[src/rtl/spi_sleep_pkg.sv]
package spi_sleep_pkg;
  typedef enum logic [1:0] {
    PWR_AWAKE   = 2'd0,
    PWR_ASLEEP  = 2'd1,
    PWR_RECOVER = 2'd2
  } pwr_state_e;

  localparam logic [7:0] SLEEP_OPCODE = 8'hB9;
endpackage

[src/rtl/spi_in_sync.sv]
module spi_in_sync #(
  parameter int N = 3,
  parameter logic [N-1:0] RST_VAL = '0
) (
  input  logic         clk_i,
  input  logic         rst_ni,
  input  logic [N-1:0] d_i,
  output logic [N-1:0] lvl_o
);
  for (genvar g = 0; g < N; g++) begin : g_bit
    logic meta_q, sync_q;
    always_ff @(posedge clk_i or negedge rst_ni) begin
      if (!rst_ni) begin
        meta_q <= RST_VAL[g];
        sync_q <= RST_VAL[g];
      end else begin
        meta_q <= d_i[g];
        sync_q <= meta_q;
      end
    end
    assign lvl_o[g] = sync_q;
  end
endmodule

[src/rtl/spi_op_shifter.sv]
module spi_op_shifter
  import spi_sleep_pkg::*;
#(
  parameter int OP_W = 8
) (
  input  logic            clk_i,
  input  logic            rst_ni,
  input  logic            en_i,
  input  logic            cs_lvl_i,
  input  logic            cs_fall_i,
  input  logic            cs_rise_i,
  input  logic            sck_rise_i,
  input  logic            si_i,
  output logic            frame_ok_o,
  output logic [OP_W-1:0] op_o,
  output logic            op_valid_o,
  output logic            sleep_req_o
);
  localparam int CNT_W = $clog2(OP_W + 2);
  localparam logic [CNT_W-1:0] CNT_FULL = CNT_W'(OP_W);
  localparam logic [CNT_W-1:0] CNT_OVER = CNT_W'(OP_W + 1);
  localparam logic [OP_W-1:0]  SLEEP_OP = OP_W'(SLEEP_OPCODE);

  logic [OP_W-1:0]  sr_q, op_q;
  logic [CNT_W-1:0] cnt_q;
  logic             frame_q, opv_q;
  logic [OP_W-1:0]  sr_nxt;
  logic             take_bit;

  assign sr_nxt   = {sr_q[OP_W-2:0], si_i};
  assign take_bit = frame_q && en_i && !cs_lvl_i && sck_rise_i;

  always_ff @(posedge clk_i or negedge rst_ni) begin
    if (!rst_ni) begin
      sr_q    <= '0;
      cnt_q   <= '0;
      frame_q <= 1'b0;
    end else if (cs_rise_i) begin
      sr_q    <= '0;
      cnt_q   <= '0;
      frame_q <= 1'b0;
    end else if (cs_fall_i && en_i) begin
      sr_q    <= '0;
      cnt_q   <= '0;
      frame_q <= 1'b1;
    end else if (take_bit) begin
      if (cnt_q < CNT_FULL) sr_q <= sr_nxt;
      if (cnt_q != CNT_OVER) cnt_q <= cnt_q + 1'b1;
    end
  end

  always_ff @(posedge clk_i or negedge rst_ni) begin
    if (!rst_ni) begin
      op_q  <= '0;
      opv_q <= 1'b0;
    end else begin
      opv_q <= 1'b0;
      if (take_bit && cnt_q == CNT_FULL - 1'b1 && sr_nxt != SLEEP_OP) begin
        op_q  <= sr_nxt;
        opv_q <= 1'b1;
      end
    end
  end

  assign frame_ok_o  = frame_q;
  assign op_o        = op_q;
  assign op_valid_o  = opv_q;
  // exactly OP_W clocks, closing edge of CS
  assign sleep_req_o = cs_rise_i && frame_q && cnt_q == CNT_FULL && sr_q == SLEEP_OP;

  a_r3_opv_not_sleep: assert property (@(posedge clk_i) disable iff (!rst_ni)
    op_valid_o |-> op_o != SLEEP_OP);
  a_r3_opv_single: assert property (@(posedge clk_i) disable iff (!rst_ni)
    op_valid_o |=> !op_valid_o);
  a_r6_clear_on_rise: assert property (@(posedge clk_i) disable iff (!rst_ni)
    cs_rise_i |=> cnt_q == '0 && !frame_q);
  a_r5_cnt_bound: assert property (@(posedge clk_i) disable iff (!rst_ni)
    cnt_q <= CNT_OVER);
endmodule

[src/rtl/spi_pwr_fsm.sv]
module spi_pwr_fsm
  import spi_sleep_pkg::*;
#(
  parameter int REC_CYCLES = 40000
) (
  input  logic clk_i,
  input  logic rst_ni,
  input  logic sleep_req_i,
  input  logic cs_fall_i,
  output logic asleep_o,
  output logic ready_o,
  output logic viol_o
);
  localparam int REC_W = $clog2(REC_CYCLES + 1);
  localparam logic [REC_W-1:0] REC_LAST = REC_W'(REC_CYCLES - 1);

  pwr_state_e       state_q;
  logic [REC_W-1:0] rec_cnt_q;
  logic             viol_q;

  always_ff @(posedge clk_i or negedge rst_ni) begin
    if (!rst_ni) begin
      state_q   <= PWR_AWAKE;
      rec_cnt_q <= '0;
      viol_q    <= 1'b0;
    end else begin
      unique case (state_q)
        PWR_AWAKE:  if (sleep_req_i) state_q <= PWR_ASLEEP;
        PWR_ASLEEP: if (cs_fall_i) begin
          state_q   <= PWR_RECOVER;
          rec_cnt_q <= '0;
        end
        PWR_RECOVER: begin
          if (cs_fall_i) viol_q <= 1'b1;
          if (rec_cnt_q == REC_LAST) state_q <= PWR_AWAKE;
          else rec_cnt_q <= rec_cnt_q + 1'b1;
        end
        default: state_q <= PWR_AWAKE;
      endcase
    end
  end

  assign asleep_o = state_q == PWR_ASLEEP;
  assign ready_o  = state_q == PWR_AWAKE;
  assign viol_o   = viol_q;

  a_r4_sleep_needs_req: assert property (@(posedge clk_i) disable iff (!rst_ni)
    $rose(asleep_o) |-> $past(sleep_req_i));
  a_r8_wake_on_fall: assert property (@(posedge clk_i) disable iff (!rst_ni)
    $fell(asleep_o) |-> $past(cs_fall_i) && !ready_o);
  a_r8_full_lockout: assert property (@(posedge clk_i) disable iff (!rst_ni)
    ($rose(ready_o) && !$past(asleep_o)) |-> $past(rec_cnt_q) == REC_LAST);
  a_r10_viol_sticky: assert property (@(posedge clk_i) disable iff (!rst_ni)
    viol_o |=> viol_o);
endmodule

[src/rtl/spi_sleep_ctrl.sv]
module spi_sleep_ctrl #(
  parameter int OP_W       = 8,
  parameter int REC_CYCLES = 40000
) (
  input  logic            clk_i,
  input  logic            rst_ni,
  input  logic            cs_ni,
  input  logic            sck_i,
  input  logic            si_i,
  input  logic            so_data_i,
  output logic            so_o,
  output logic            so_oe_o,
  output logic [OP_W-1:0] op_o,
  output logic            op_valid_o,
  output logic            asleep_o,
  output logic            ready_o,
  output logic            viol_o
);
  logic [2:0] lvl;
  logic       cs_s, sck_s, si_s, cs_d, sck_d;
  logic       cs_fall, cs_rise, sck_rise;
  logic       frame_ok, sleep_req;

  // order {cs, sck, si}; CS idles high
  spi_in_sync #(.N(3), .RST_VAL(3'b100)) u_sync (
    .clk_i (clk_i),
    .rst_ni(rst_ni),
    .d_i   ({cs_ni, sck_i, si_i}),
    .lvl_o (lvl)
  );
  assign {cs_s, sck_s, si_s} = lvl;

  always_ff @(posedge clk_i or negedge rst_ni) begin
    if (!rst_ni) begin
      cs_d  <= 1'b1;
      sck_d <= 1'b0;
    end else begin
      cs_d  <= cs_s;
      sck_d <= sck_s;
    end
  end

  assign cs_fall  = cs_d && !cs_s;
  assign cs_rise  = !cs_d && cs_s;
  assign sck_rise = !sck_d && sck_s;

  spi_op_shifter #(.OP_W(OP_W)) u_shift (
    .clk_i      (clk_i),
    .rst_ni     (rst_ni),
    .en_i       (ready_o),
    .cs_lvl_i   (cs_s),
    .cs_fall_i  (cs_fall),
    .cs_rise_i  (cs_rise),
    .sck_rise_i (sck_rise),
    .si_i       (si_s),
    .frame_ok_o (frame_ok),
    .op_o       (op_o),
    .op_valid_o (op_valid_o),
    .sleep_req_o(sleep_req)
  );

  spi_pwr_fsm #(.REC_CYCLES(REC_CYCLES)) u_fsm (
    .clk_i      (clk_i),
    .rst_ni     (rst_ni),
    .sleep_req_i(sleep_req),
    .cs_fall_i  (cs_fall),
    .asleep_o   (asleep_o),
    .ready_o    (ready_o),
    .viol_o     (viol_o)
  );

  assign so_oe_o = ready_o && frame_ok && !cs_s;
  assign so_o    = so_oe_o && so_data_i;

  a_r7_quiet_asleep: assert property (@(posedge clk_i) disable iff (!rst_ni)
    asleep_o |-> !so_oe_o && !op_valid_o);
  a_r11_oe_awake: assert property (@(posedge clk_i) disable iff (!rst_ni)
    so_oe_o |-> ready_o && !cs_s);
  a_r4_sleep_on_cs_rise: assert property (@(posedge clk_i) disable iff (!rst_ni)
    $rose(asleep_o) |-> $past(cs_rise));
endmodule

[config.mk]
export PLATFORM = sky130hd
export DESIGN_NAME = spi_sleep_ctrl
export DESIGN_NICKNAME = d
export VERILOG_FILES = /design/src/rtl/spi_sleep_pkg.sv /design/src/rtl/spi_in_sync.sv /design/src/rtl/spi_op_shifter.sv /design/src/rtl/spi_pwr_fsm.sv /design/src/rtl/spi_sleep_ctrl.sv
export SDC_FILE = /design/constraint.sdc
export NUM_CORES = 1
export LEC_CHECK = 0
export BUFFER_PORTS_ARGS = -buffer_cell sky130_fd_sc_hd__buf_2
export CORE_UTILIZATION = 59
export DETAILED_ROUTE_END_ITERATION = 12
export MAX_ROUTING_LAYER = met4
export PLACE_DENSITY = 0.89
export SLEW_MARGIN = 20
export SYNTH_ARGS = -nofsm -noshare
export SYNTH_HDL_FRONTEND = slang
export SYNTH_SLANG_ARGS = --single-unit
[constraint.sdc]
create_clock -name clk_i -period 2.8 [get_ports clk_i]
set_input_delay 0.14 -clock clk_i [delete_from_list [all_inputs] [get_ports clk_i]]
set_output_delay 0.14 -clock clk_i [all_outputs]
set_load 0.02 [all_outputs]
Word level (Yosys, flattened, before mapping)
Cells that the tools add are included.
{"block": "totals", "regBits": 49, "inputBits": 6, "output_inout_bits": 14, "word_cells": 76}
{"block": "classes", "n_addsub": 2, "n_lt_le_gt_ge": 1, "n_eq_ne": 12, "muxes": 18, "reduce_logical": 27}
{"operator": "16-bit two-way mux", "count": 2}
{"operator": "8-bit two-way mux", "count": 4}
{"operator": "16-bit case mux with 2 select lines", "count": 1}
{"operator": "16-bit by 1-bit adder with 16-bit output, second input constant", "count": 1}
{"operator": "16-bit equality test, second input constant", "count": 1}
{"operator": "4-bit two-way mux", "count": 4}
{"operator": "1-bit logical AND", "count": 13}
{"operator": "3-bit nonzero test", "count": 3}
{"operator": "8-bit equality test, second input constant", "count": 1}
{"operator": "8-bit != test, second input constant", "count": 1}
{"operator": "2-bit two-way mux", "count": 3}
{"operator": "2-bit by 1-bit != test with 1-bit output, second input constant", "count": 3}
{"operator": "2-bit case mux with 3 select lines", "count": 1}
{"operator": "2-bit AND reduction", "count": 3}
{"operator": "3-bit AND reduction", "count": 2}
{"operator": "4-bit by 1-bit adder with 4-bit output, second input constant", "count": 1}
{"operator": "4-bit by 3-bit equality test with 1-bit output, second input constant", "count": 1}
{"operator": "4-bit equality test, second input constant", "count": 1}
{"operator": "4-bit less-than comparator, second input constant", "count": 1}
{"operator": "4-bit != test, second input constant", "count": 1}
{"operator": "2-bit nonzero test", "count": 2}
{"operator": "1-bit logical NOT", "count": 3}
{"operator": "1-bit two-way mux", "count": 3}
{"operator": "2-bit by 1-bit equality test with 1-bit output, second input constant", "count": 1}
{"operator": "3 further kinds", "count": 3}

Logic depth before layout (Yosys ltp)
{"block": "logic_depth", "word_depth": 7, "ltp_mapped": 9, "depth_no_buf": 6}

Cells and area by module
From an unflattened synthesis, not the netlist that was laid out.
{"block": "unflattened", "cells_unflattened": 196, "area_unflattened_um2": 2257.2}
{"mod": "spi_op_shifter", "instances": 1, "cells_per_inst": 84, "area_each_um2": 1027.2, "seq_area_each_um2": 550.5}
{"mod": "spi_pwr_fsm", "instances": 1, "cells_per_inst": 96, "area_each_um2": 963.4, "seq_area_each_um2": 475.5}
{"mod": "spi_in_sync", "instances": 1, "cells_per_inst": 9, "area_each_um2": 175.2, "seq_area_each_um2": 152.6}
{"mod": "spi_sleep_ctrl", "instances": 1, "cells_per_inst": 7, "area_each_um2": 91.3, "seq_area_each_um2": 51.3}

Worst setup path before layout
OpenSTA, ideal clock, no wires.
{"block": "synth_timing", "path_type": "reg2reg", "from": "reg u_fsm.state_q[0]", "to": "reg u_shift.op_q[0] (netlist: u_shift.op_o[0])", "setup_ns": 0.125, "t_arrival_ns": 2.492, "required_time_ns": 2.675, "path_slack_ns": 0.184, "stages_incl_launch_ff": 10, "n_path_buf": 3, "synth_period_minus_slack_ns": 2.616, "cell_sequence": "dfrtp_1 inv_1 ha_1 and3b_1 clkbuf_1 nand3b_1 buf_2 or3_1 clkbuf_1 mux2_2"}
{"block": "synth_between", "elab_chain_cells": 6}
{"item": "start: declaration", "line_no": "spi_pwr_fsm.sv:17", "rtl": "pwr_state_e state_q;"}
{"item": "start signal: assignment", "line_no": "spi_pwr_fsm.sv:23", "rtl": "state_q <= PWR_AWAKE;"}
{"item": "start signal: assignment", "line_no": "spi_pwr_fsm.sv:28", "rtl": "PWR_AWAKE: if (sleep_req_i) state_q <= PWR_ASLEEP;"}
{"item": "start signal: assignment", "line_no": "spi_pwr_fsm.sv:30", "rtl": "state_q <= PWR_RECOVER;"}
{"item": "2-bit logical NOT", "line_no": "spi_pwr_fsm.sv:44", "rtl": "assign ready_o = state_q == PWR_AWAKE;"}
{"item": "named net ready_o", "line_no": "spi_sleep_ctrl.sv:16", "rtl": "output logic ready_o,"}
{"item": "1-bit logical AND (2 in a row)"}
{"item": "named net so_oe_o", "line_no": "spi_sleep_ctrl.sv:12", "rtl": "output logic so_oe_o,"}
{"item": "1-bit logical AND", "line_no": "spi_op_shifter.sv:31", "rtl": "assign take_bit = frame_q && en_i && !cs_lvl_i && sck_rise_i;"}
{"item": "1-bit logical AND (2 in a row)", "line_no": "spi_op_shifter.sv:58", "rtl": "if (take_bit && cnt_q == CNT_FULL - 1'b1 && sr_nxt != SLEEP_OP) begin"}
{"item": "end signal: assignment", "line_no": "spi_op_shifter.sv:59", "rtl": "op_q <= sr_nxt;"}
{"item": "end: declaration", "line_no": "spi_op_shifter.sv:24", "rtl": "logic [OP_W-1:0] sr_q, op_q;"}
The timed path passes the listed nets, and every way through them passes these cells.
A chain may end at the register's enable or synchronous reset.

Worst setup path in the final report
{"block": "layout_timing", "from": "reg u_fsm.rec_cnt_q[9]", "to": "reg u_fsm.state_q[0]"}
{"block": "layout_between", "elab_chain_cells": 3}
{"item": "start: declaration", "line_no": "spi_pwr_fsm.sv:18", "rtl": "logic [REC_W-1:0] rec_cnt_q;"}
{"item": "start signal: assignment", "line_no": "spi_pwr_fsm.sv:36", "rtl": "else rec_cnt_q <= rec_cnt_q + 1'b1;"}
{"item": "16-bit equality test", "line_no": "spi_pwr_fsm.sv:35", "rtl": "if (rec_cnt_q == REC_LAST) state_q <= PWR_AWAKE;"}
{"item": "2-bit by 1-bit != test with 1-bit output (no source line)"}
{"item": "3-bit AND reduction (no source line)"}
{"item": "end signal: assignment", "line_no": "spi_pwr_fsm.sv:30"}
{"item": "end signal: assignment", "line_no": "spi_pwr_fsm.sv:35"}
{"item": "end signal: assignment", "line_no": "spi_pwr_fsm.sv:38", "rtl": "default: state_q <= PWR_AWAKE;"}
No other way between the ends.

==> impl_metrics.py <==
metrics = {
    "outcome": {
        "outcome": "finished clean",
    },
    "yosys": {
        "synthCells": 235,
        "synthArstFlopShare_pct": 100,
        "synth_area_um2": 2460,
        "ys_types": 51,
        "seq_area_frac_synth_pct": 50.0,
        "synth_edf_count": 0,
        "syn_avg_cell_area_um2": 10.5,
        "synth_flop_cell": "dfrtp_1",
        "ys_ff_latch": 49,
        "yosysWarnings": 0,
        "syn_nets": 249,
    },
    "critical_path": {
        "crit_arrival_ns": 2.55,
        "crit_required_ns": 3.06,
        "path_max_fanout": 7,
        "cp-start-kind": "flip-flop",
        "cp-end-kind": "flip-flop",
        "critical_path_class": "flip-flop to flip-flop",
    },
    "timing": {
        "rsz0062_at_grt": "false",
        "worst_slew_pin_slew_ns": 0.669,
        "fmax_ghz": 0.436,
        "period_share_pct": 81.9,
        "hold_viol_final": 0,
        "setup_viol": 0,
        "period_needed_ns": 2.29,
        "slew_violations": 0,
        "fin_worst_skew_ns": 0.0107,
        "tns_ns": 0,
        "fin_hold_ws_ns": 0.360,
        "slew-limit-headroom_pct": 55.0,
    },
    "routing": {
        "vias": 1877,
        "drt-total-wl_um": 4910,
        "drt_iter0_markers": 88,
        "route.detailed.drc": 0,
        "wl_per_cell_um": 15.7,
        "ant_nets": 0,
        "dr.pass1.iters": 4,
        "viasPerCell": 6.02,
    },
    "layout": {
        "area_delta_synth_final_pct": 11.9,
        "antenna-diode-count": 0,
        "n_fill_cell": 298,
        "postLayoutCoreUtil_pct": 68.8,
        "layout-drive-gt1-share_pct": 17.9,
        "nNetsFinal": 275,
    },
    "die": {
        "die-area_um2": 4430,
        "fp-row-count": 23,
        "design.core.area_um2": 4000,
        "die_w_um": 66.6,
        "initial_core_util_pct": 61.5,
        "die_h_um": 66.6,
        "io_pins": 20,
    },
    "clocking": {
        "cts_tree": "built",
        "cts.reportedPaths.clkPinSlew_ns": 0.09,
        "numCtsBuffers": 5,
        "cts_buffer_depth": 2,
        "clock_latency_ns": 0.31,
        "root_buffer": "clkbuf_8",
        "htreeDepth": 2,
        "cts_resized": 0,
        "numClockSinks": 49,
    },
    "global_route": {
        "grt_pass1_wl_um": 7820,
        "grt_pass1_vias": 1678,
        "grt-ovfl-total": 0,
        "grt_max_degree": 50,
        "grt_use_total_pct": 24.9,
        "antenna_found_initial": 0,
    },
    "pwr": {
        "internal-power_uw": 919,
        "p_total_mw": 1.21,
        "clock_power_share_pct": 35.8,
        "powerDensity_nw_per_um2": 440,
        "leakagePower_nw": 1.32,
        "p_comb_share_pct": 4.3,
        "p_sw_share_pct": 24.2,
        "peakVddDrop_mv": 0.402,
        "seq_power_share_pct": 59.8,
        "switching_power_uw": 294,
    },
    "placement": {
        "place_hpwl_um": 3260,
        "port_buffers": 19,
        "place.gp.congestion": 0.919,
    },
    "min_path": {
        "hp-class": "flip-flop to flip-flop",
    },
    "flow_run": {
        "maxCapViolations": 0,
    },
}
kinds of logic (layout without fill, tap and decap cells):
| group | count (synthesis) | in the layout | share of synthesized area, % |
|---|---|---|---|
| multiplexers | 18 | 18 | 7.73 |
| AND/OR/NAND/NOR | 97 | 97 | 21.1 |
| adder cells (fa/ha/maj) | 8 | 8 | 4.07 |
| flip-flops | 49 | 49 | 50.0 |
| AO/OA/AOI/OAI | 39 | 39 | 12.5 |
| buffers and inverters | 21 | 48 | 3.56 |
| XOR/XNOR | 3 | 3 | 1.07 |
Yosys cell counts (all sizes together) (2+ instances only):
cell type	number	share of area, %
o31ai	3	0.92
or3	3	0.76
mux2	8	3.7
nand3	14	2.8
nor3	8	1.6
inv	10	1.5
mux2i	10	4.1
nor2	15	2.3
a211oi	3	0.92
nand4	7	1.8
a31oi	4	1.0
nor2b	2	0.51
buf	2	0.66
clkbuf	8	1.2
a211o	3	1.1
a221o	3	1.2
a311oi	2	0.71
nand3b	4	1.2
nor4	3	0.76
a21oi	5	1.0
and3	4	1.1
and2	2	0.51
ha	8	4.1
o21ai	5	1.0
dfrtp	46	47
o311ai	2	0.71
nand4b	2	0.71
xor2	2	0.71
dfstp	3	3.2
nand2	22	3.4
or4	4	1.2
o211ai	3	0.92
what timing repair did:
action / CTS / global route
buffers inserted: 0 / 0
hold buffers: 3 / 1
endpoints found under the hold margin: 3 / 46
worst max-delay path: stages (launching register included):
cell       delay [ns]
dfrtp_1          0.46
or4b_1           0.54
or4_1            0.70
a2111oi_4        0.40
a211o_1          0.15
final timing paths:
check	startpoint	end	slack, ns	cells after the start
setup / recovery	u_fsm.rec_cnt_q[9]	u_fsm.state_q[0]	0.51	4
hold / removal	u_sync.g_bit[2].meta_q	u_sync.g_bit[2].sync_q	0.36	0
setup reg to reg	u_fsm.rec_cnt_q[9]	u_fsm.state_q[0]	0.51	4
hold reg to reg	u_sync.g_bit[2].meta_q	u_sync.g_bit[2].sync_q	0.36	0
max in group asynchronous	rst_ni	u_sync.g_bit[1].sync_q	2.03	2
min in group asynchronous	rst_ni	u_shift.op_o[5]	0.37	2
power groups by stage:
stage | clock network (mW) | logic, mW | registers, mW
CTS | 0.446 | 0.0517 | 0.726
detailed placement | 0 | 0.0482 | 0.740
global route | 0.467 | 0.0592 | 0.727
floorplan | 0 | 0.0242 | 0.737
global placement | 0 | 0.0473 | 0.739
finish | 0.434 | 0.0527 | 0.726
per-layer routing:
layer  vias to the layer above  GRT usage (%)  share of wire [%]
met2                        59           36.6                 45
met1                       893           33.8                 48
met3                         5           5.65                5.0
met5                         -              -                  0
met4                         0           8.78                1.4
li1                        920              -                  -
cells in the final DEF, fill, tap and decap left out, types with 4 or more instances in the layout:
master,netlist,routed
a21oi_1,5,5
a31oi_1,4,4
buf_2,1,18
buf_4,0,7
clkbuf_8,0,5
dfrtp_1,46,46
dlygate4sd3_1,0,4
ha_1,8,8
inv_1,10,10
mux2_2,8,8
mux2i_1,10,10
nand2_1,22,22
nand3_1,14,14
nand3b_1,4,4
nand4_1,7,7
nor2_1,15,15
nor3_1,8,8
o21ai_0,4,4
or4_1,4,4
flip-flops by register name (all words and copies together) (netlist names):
| signal | flops |
|---|---|
| u_fsm.rec_cnt_q | 16 |
| u_shift.op_o | 8 |
| u_shift.sr_q | 8 |
| u_shift.cnt_q | 4 |
| u_sync.g_bit.meta_q | 3 |
| u_sync.g_bit.sync_q | 3 |
| u_fsm.state_q | 2 |
| cs_d | 1 |
| sck_d | 1 |
| u_fsm.viol_o | 1 |
| u_shift.frame_ok_o | 1 |
| u_shift.op_valid_o | 1 |
through the flow:
| step | std cells | area [um^2] | setup WS (ns) |
|---|---|---|---|
| 4_1_cts | 311 | 2740 | 0.510 |
| 6_report | 312 | 2750 | 0.506 |
| 3_5_place_dp | 300 | 2620 | 0.532 |
| 2_1_floorplan | 235 | 2460 | 0.184 |
| 5_1_grt | 312 | 2750 | 0.428 |
| 3_3_place_gp | 300 | 2620 | 0.581 |
final cells by class:
class	instances	area [um^2]	share of cell area [%]
Multi-Input combinational cell	165	1140	41.5
Inverter	11	41.3	1.50
Clock inverter	3	25.0	0.909
Sequential cell	49	1230	44.7
Tap cell	50	62.6	2.27
Clock buffer	5	68.8	2.50
Timing Repair Buffer	29	183	6.63
No activity file was read; power rests on OpenSTA's default activity.
